[config.mk]
export PLATFORM = sky130hd
export DESIGN_NAME = qspi_master
export DESIGN_NICKNAME = d
export VERILOG_FILES = /design/src/rtl/qspi_pkg.sv /design/src/rtl/qspi_fifo.sv /design/src/rtl/qspi_engine.sv /design/src/rtl/qspi_master.sv
export SDC_FILE = /design/constraint.sdc
export NUM_CORES = 2
export LEC_CHECK = 0
export ABC_AREA = 1
export BUFFER_PORTS_ARGS = -buffer_cell sky130_fd_sc_hd__buf_2
export CORE_ASPECT_RATIO = 1.75
export CORE_MARGIN = 2
export CORE_UTILIZATION = 55
export CTS_CLUSTER_DIAMETER = 30
export DETAILED_ROUTE_END_ITERATION = 8
export GPL_TIMING_DRIVEN = 0
export PLACE_DENSITY = 0.71
export SLEW_MARGIN = 10
export SYNTH_ARGS = -nofsm -noshare
export SYNTH_HDL_FRONTEND = slang
export SYNTH_SLANG_ARGS = --single-unit
[constraint.sdc]
create_clock -name clk -period 11.3 [get_ports clk]
set_input_delay 1.13 -clock clk [delete_from_list [all_inputs] [get_ports clk]]
set_output_delay 1.13 -clock clk [all_outputs]
set_load 0.005 [all_outputs]
[src/rtl/qspi_pkg.sv]
package qspi_pkg;
  localparam int WORD_W = 32;
  localparam int LEN_W  = 5;
  localparam int DIV_W  = 8;
  localparam int CS_W   = 4;
  localparam int K_W    = LEN_W + 2;

  typedef struct packed {
    logic [CS_W-1:0]  cs;
    logic             keep;
    logic             late;
    logic             cpha;
    logic             cpol;
    logic [DIV_W-1:0] div;
    logic [LEN_W-1:0] lenm1;
  } desc_t;

  localparam int DESC_W = $bits(desc_t);

  function automatic logic [K_W-1:0] frame_len(desc_t d);
    return {2'b00, d.lenm1} + K_W'(1);
  endfunction

  // half-period tick k samples MISO when k = cpha + late + 2i, i < len
  function automatic logic samp_tick(logic [K_W-1:0] k, desc_t d);
    logic [K_W-1:0] s0, off;
    s0 = K_W'(d.cpha) + K_W'(d.late);
    if (k < s0) return 1'b0;
    off = k - s0;
    return !off[0] && ((off >> 1) < frame_len(d));
  endfunction

  // tick k advances MOSI to the next bit
  function automatic logic drive_tick(logic [K_W-1:0] k, desc_t d,
                                      logic [K_W-1:0] sent);
    return (k != '0) && (k[0] != d.cpha) && (sent + K_W'(1) < frame_len(d));
  endfunction
endpackage

[src/rtl/qspi_fifo.sv]
module qspi_fifo #(
  parameter int W     = 32,
  parameter int DEPTH = 16,
  localparam int AW   = $clog2(DEPTH),
  localparam int CNTW = $clog2(DEPTH + 1)
) (
  input  logic            clk,
  input  logic            rst_n,
  input  logic            clr,
  input  logic            push,
  input  logic [W-1:0]    din,
  input  logic            pop,
  output logic [W-1:0]    dout,
  output logic [CNTW-1:0] count,
  output logic            full,
  output logic            empty
);
  logic [W-1:0]  mem [DEPTH];
  logic [AW-1:0] wp, rp;
  logic          do_push, do_pop;

  assign full    = (count == CNTW'(DEPTH));
  assign empty   = (count == '0);
  assign do_push = push && !full;
  assign do_pop  = pop && !empty;
  assign dout    = mem[rp];

  always_ff @(posedge clk) if (do_push && !clr) mem[wp] <= din;

  always_ff @(posedge clk or negedge rst_n) begin
    if (!rst_n) begin
      wp <= '0; rp <= '0; count <= '0;
    end else if (clr) begin
      wp <= '0; rp <= '0; count <= '0;
    end else begin
      if (do_push) wp <= (wp == AW'(DEPTH - 1)) ? '0 : wp + AW'(1);
      if (do_pop)  rp <= (rp == AW'(DEPTH - 1)) ? '0 : rp + AW'(1);
      count <= count + CNTW'(do_push) - CNTW'(do_pop);
    end
  end

  a_r2_count_bound: assert property (@(posedge clk) disable iff (!rst_n)
    count <= CNTW'(DEPTH));
  a_r9_full_drop: assert property (@(posedge clk) disable iff (!rst_n)
    push && full && !pop && !clr |=> count == CNTW'(DEPTH));
  a_r10_clear_empty: assert property (@(posedge clk) disable iff (!rst_n)
    clr |=> empty);
endmodule

[src/rtl/qspi_engine.sv]
module qspi_engine
  import qspi_pkg::*;
#(
  parameter int NCS = 16
) (
  input  logic              clk,
  input  logic              rst_n,
  input  logic              tx_valid,
  input  logic [WORD_W-1:0] tx_word,
  input  desc_t             tx_desc,
  output logic              tx_pop,
  output logic              rx_push,
  output logic [WORD_W-1:0] rx_word,
  output logic              sclk,
  output logic              mosi,
  input  logic              miso,
  output logic [NCS-1:0]    cs_n,
  output logic              busy
);
  desc_t             cur;
  logic [WORD_W-1:0] txw, rxsr;
  logic [DIV_W-1:0]  hp;
  logic [K_W-1:0]    k, sent, bit_idx;
  logic              tick, last_tick, samp_now;

  assign tx_pop    = !busy && tx_valid;
  assign tick      = busy && (hp == cur.div);
  assign last_tick = tick && (k == (frame_len(cur) << 1));
  assign samp_now  = tick && samp_tick(k, cur);
  assign rx_push   = last_tick && cur.keep;
  assign rx_word   = samp_now ? {rxsr[WORD_W-2:0], miso} : rxsr;
  assign bit_idx   = frame_len(cur) - K_W'(1) - sent;
  assign mosi      = busy && txw[bit_idx[LEN_W-1:0]];
  assign cs_n      = busy ? ~(NCS'(1) << cur.cs) : '1;

  always_ff @(posedge clk or negedge rst_n) begin
    if (!rst_n) begin
      busy <= 1'b0; cur <= '0; txw <= '0; rxsr <= '0;
      hp <= '0; k <= '0; sent <= '0; sclk <= 1'b0;
    end else if (tx_pop) begin
      busy <= 1'b1; cur <= tx_desc; txw <= tx_word; rxsr <= '0;
      hp <= '0; k <= '0; sent <= '0; sclk <= tx_desc.cpol;
    end else if (busy) begin
      if (tick) begin
        hp <= '0;
        k  <= k + K_W'(1);
        if (k < (frame_len(cur) << 1)) sclk <= ~sclk;
        if (samp_now) rxsr <= {rxsr[WORD_W-2:0], miso};
        if (drive_tick(k, cur, sent)) sent <= sent + K_W'(1);
        if (last_tick) busy <= 1'b0;
      end else begin
        hp <= hp + DIV_W'(1);
      end
    end
  end

  a_r5_cs_single: assert property (@(posedge clk) disable iff (!rst_n)
    $onehot0(~cs_n));
  a_r6_sclk_rest: assert property (@(posedge clk) disable iff (!rst_n)
    busy && k == '0 |-> sclk == cur.cpol);
  a_r4_push_ends_frame: assert property (@(posedge clk) disable iff (!rst_n)
    rx_push |=> !busy);
  a_r8_pop_when_idle: assert property (@(posedge clk) disable iff (!rst_n)
    tx_pop |=> busy && !$stable(cs_n));
endmodule

[src/rtl/qspi_master.sv]
module qspi_master
  import qspi_pkg::*;
#(
  parameter int NCHAN = 16,
  parameter int DEPTH = 16,
  localparam int CHW  = $clog2(NCHAN),
  localparam int CNTW = $clog2(DEPTH + 1)
) (
  input  logic              clk,
  input  logic              rst_n,
  input  logic [5:0]        bus_addr,
  input  logic              bus_wr,
  input  logic [31:0]       bus_wdata,
  input  logic              bus_rd,
  output logic [31:0]       bus_rdata,
  output logic              sclk,
  output logic              mosi,
  input  logic              miso,
  output logic [NCHAN-1:0]  cs_n
);
  localparam logic [1:0] SEL_DATA = 2'd0, SEL_DESC = 2'd1, SEL_STAT = 2'd2;
  localparam int TXW = WORD_W + CHW;

  desc_t             dsc [NCHAN];
  logic [CHW-1:0]    ch;
  logic              wr_data, wr_stat, rd_data;
  logic              tx_full, tx_empty, rx_full, rx_empty, tx_pop, rx_push;
  logic [TXW-1:0]    tx_head;
  logic [WORD_W-1:0] rx_head, rx_word;
  logic [CNTW-1:0]   tx_cnt, rx_cnt;
  logic              tx_ovf, rx_ovf, eng_busy;

  assign ch      = bus_addr[CHW-1:0];
  assign wr_data = bus_wr && bus_addr[5:4] == SEL_DATA;
  assign wr_stat = bus_wr && bus_addr[5:4] == SEL_STAT;
  assign rd_data = bus_rd && bus_addr[5:4] == SEL_DATA;

  for (genvar i = 0; i < NCHAN; i++) begin : g_desc
    always_ff @(posedge clk or negedge rst_n)
      if (!rst_n) dsc[i] <= '0;
      else if (bus_wr && bus_addr[5:4] == SEL_DESC && ch == CHW'(i))
        dsc[i] <= desc_t'(bus_wdata[DESC_W-1:0]);
  end

  qspi_fifo #(.W(TXW), .DEPTH(DEPTH)) u_txq (
    .clk, .rst_n, .clr(wr_stat), .push(wr_data), .din({ch, bus_wdata}),
    .pop(tx_pop), .dout(tx_head), .count(tx_cnt), .full(tx_full), .empty(tx_empty));

  qspi_fifo #(.W(WORD_W), .DEPTH(DEPTH)) u_rxq (
    .clk, .rst_n, .clr(wr_stat), .push(rx_push), .din(rx_word),
    .pop(rd_data), .dout(rx_head), .count(rx_cnt), .full(rx_full), .empty(rx_empty));

  qspi_engine #(.NCS(NCHAN)) u_eng (
    .clk, .rst_n, .tx_valid(!tx_empty), .tx_word(tx_head[WORD_W-1:0]),
    .tx_desc(dsc[tx_head[TXW-1:WORD_W]]), .tx_pop, .rx_push, .rx_word,
    .sclk, .mosi, .miso, .cs_n, .busy(eng_busy));

  always_ff @(posedge clk or negedge rst_n) begin
    if (!rst_n) begin
      tx_ovf <= 1'b0; rx_ovf <= 1'b0;
    end else if (wr_stat) begin
      tx_ovf <= 1'b0; rx_ovf <= 1'b0;
    end else begin
      if (wr_data && tx_full) tx_ovf <= 1'b1;
      if (rx_push && rx_full) rx_ovf <= 1'b1;
    end
  end

  always_comb begin
    bus_rdata = '0;
    unique case (bus_addr[5:4])
      SEL_DATA: bus_rdata = rx_empty ? '0 : rx_head;
      SEL_DESC: bus_rdata = 32'(dsc[ch]);
      SEL_STAT: begin
        bus_rdata[4:0]  = 5'(tx_cnt);
        bus_rdata[12:8] = 5'(rx_cnt);
        bus_rdata[16]   = tx_ovf;
        bus_rdata[17]   = rx_ovf;
      end
      default: bus_rdata = '0;
    endcase
  end

  a_r9_ovf_sticky: assert property (@(posedge clk) disable iff (!rst_n)
    (tx_ovf || rx_ovf) && !wr_stat |=> (tx_ovf || rx_ovf));
  a_r10_clear_flags: assert property (@(posedge clk) disable iff (!rst_n)
    wr_stat |=> !tx_ovf && !rx_ovf && tx_cnt == '0);
  a_r5_idle_cs_high: assert property (@(posedge clk) disable iff (!rst_n)
    !eng_busy |-> cs_n == '1);
endmodule

==> reports/metrics.yaml <==
outcome: "finished with violations"
violations: "capacitance limit, slew limit"
drt_wl_total_um: 301000
die_w_um: 271
synth_edf_count: 1088
initial_utilization: 0.553
areaGrowthSynthToFinish_pct: 15.4
ir_drop_mv: 0.224
nNetsFinal: 7084
avgSynthCellArea_um2: 10.3
worstPathRequired_ns: 10.17
critPathKind: "in2out"
coreArea_mm2: 0.124
p_per_area_mw_per_mm2: 222
seq_area_mm2: 0.0445
tightest_slew_ns: 1.54
synth_seq_area_share: 0.650
final_util: 0.639
ios: 93
io_buffers: 92
met2_usage: 0.786
synth_compound_area_frac: 0.135
finalHoldViolations: 0
yosysWarnings: 0
grt_use_total: 0.475
clock-sinks: 1560
die_y_um: 471
dp_hpwl_um: 217000
cts_root_buf: "clkbuf_16"
multiInputGateArea_mm2: 0.0203
clkTransAtPathRegs_ns: 0.06
synth_top_family_by_area: "simple AND/OR/NAND/NOR gates"
grt.overflow.total: 0
cts-buffers-inserted: 191
cts_buffer_depth: 3
avgViaCountPerCell: 6.57
synth_mux_area_frac: 0.000585
fmaxAchievable_ghz: 0.133
grt_pass1_vias: 56800
dr.pass1.iters: 8
antenna_found_initial: 26
relSlewSlack: -0.0389
cp-start-kind: "input pin"
clkLatencyLatePin_ns: 0.86
instances_no_fill: 8822
yosysTopAreaCell: "edfxtp_1"
end_kind: "primary output"
synthFlopType: "edfxtp_1"
synth.cell_area_mm2: 0.0684
row_count: 171
dieArea_mm2: 0.127
synthXorXnorAreaFrac: 0.00333
setup_viol: 0
grtUsageMet1: 0.437
synth-simple-area-share: 0.144
holdWs_ns: 0.183
synthTopCellsByArea: "edfxtp_1 (48%), dfrtp_1 (17%), o21ai_0 (7.4%)"
final_cell_mix: "edfxtp_1 (1088), nand2_1 (1030), o21ai_0 (1005)"
cp_max_fo: 17
grt.met3_usage: 0.137
maxCapViolations: 1
post_cts_resized: 0
routedWlPerCell_um: 34.1
grt_max_degree: 105
drc: 0
rsz0062_at_grt: "false"
cts_tree: "yes"
hp-class: "in2async"
synth_top_area_frac: 0.478
dp.cells: 8425
ys_types: 50
drv_slew: 2
grt.busiest_layer: "met2"
htree_levels: 4
cts_hold_buffers: 0
syn-instance-count: 6638
syn_nets: 6736
final_common_cell: "edfxtp_1"
worstPathArrival_ns: 6.41
finalCriticalPeriod_ns: 7.54
drive_gt1_frac: 0.0974
fin_skew_ns: 0.0510
ant_nets: 0
p_total_mw: 17.6
grt_pass1_wl_um: 420000
leakage_nw: 30.3
num-fill-cells: 9962
period_share: 0.667
post_cts_buffers: 0
async_flop_share: 0.303
via_count: 58000
place_congestion: 1.11
drtIter0Drc: 7788
synth-adder-area-share: 0.0105
synth_seq_cells: 1560
-- sequential cells by signal (all words and copies together) (netlist names), 4 cells and up --
name	flops
u_eng.txw	32
u_eng.rxsr	32
u_eng.hp	8
u_txq.rp	4
u_txq.wp	4
u_eng.k	7
u_eng.cur	20
u_rxq.mem	512
dsc	336
u_rxq.count	5
u_txq.count	5
u_eng.sent	7
u_rxq.rp	4
u_rxq.wp	4
u_txq.mem	576
-- critical path: stages --
cell and delay (ns):
buf_2 0.19, buf_2 0.31, inv_1 0.56, nor2_2 0.32, inv_1 0.32, buf_2 0.44
buf_2 0.57, o22ai_1 0.12, o21ai_0 1.19, nand4_1 0.61, nand2_1 0.24, o211ai_1 0.18
buf_2 0.18
-- layout make-up --
class | instances | share of cell area
sequential | 1560 | 0.563
multi-input combinational | 4115 | 0.257
clock buffer | 223 | 0.0648
tap | 1643 | 0.0260
buffer | 468 | 0.0258
inverter | 495 | 0.0236
clock inverter | 139 | 0.0199
timing repair buffer | 155 | 0.0186
antenna | 24 | 0.000761
-- per-stage QoR --
step                      area, um^2  setup slack, ns  setup TNS, ns
after floorplan                68400             6.72              0
after global placement         70900            -1.05        -412.72
after detailed placement       72100             4.36              0
after CTS                      78700             4.36              0
after global routing           78900             4.09              0
final                          79000             3.76              0
-- synthesized netlist by cell type, drive strengths merged (3+ instances only) --
library cell / number
edfxtp: 1088
o21ai: 1037
nand2: 1034
nor2: 683
nand3: 583
inv: 491
dfrtp: 472
o22ai: 378
clkbuf: 313
buf: 155
a21oi: 91
o221ai: 59
ha: 51
nand4: 35
o211ai: 24
nor3: 22
xor2: 20
a31oi: 13
a22o: 12
a22oi: 12
o32ai: 9
nand3b: 7
xnor2: 6
or2: 5
clkinv: 4
fa: 4
mux2i: 4
nor4: 4
o21a: 4
a211oi: 3
a32o: 3
o2111ai: 3
-- worst paths after layout --
kind,startpoint,endpoint,slack [ns],cells past startpoint
min,rst_n,dsc[224],0.18,1
min in group clk,dsc[319],dsc[319],0.48,2
max,bus_addr[0],bus_rdata[17],3.76,13
max in group asynchronous,rst_n,u_eng.sent[0],9.24,4
max reg2reg,u_eng.cur[14],u_rxq.mem[10][2],6.48,15
min reg2reg,dsc[319],dsc[319],0.48,2
-- routing by layer --
layer | vias up | part of all wire
li1 | 24100 | -
met1 | 27700 | 0.28
met2 | 4352 | 0.49
met3 | 1788 | 0.089
met4 | 6 | 0.14
met5 | - | 0.00014
-- where the power goes --
| group | internal, mW | switching [mW] | total, mW |
|---|---|---|---|
| Sequential | 6.39 | 0.220 | 6.61 |
| Combinational | 1.18 | 3.41 | 4.58 |
| Clock | 3.71 | 2.66 | 6.37 |
-- logic make-up after synthesis --
kind of cell	after synthesis
buffers and inverters	963
muxes	4
DFF	1560
and+or+nand+nor	2375
AOI/OAI and AO/OA	1655
xor gates and xnor gates	26
adders and majority gates	55
(Power assumes the default switching activity.)
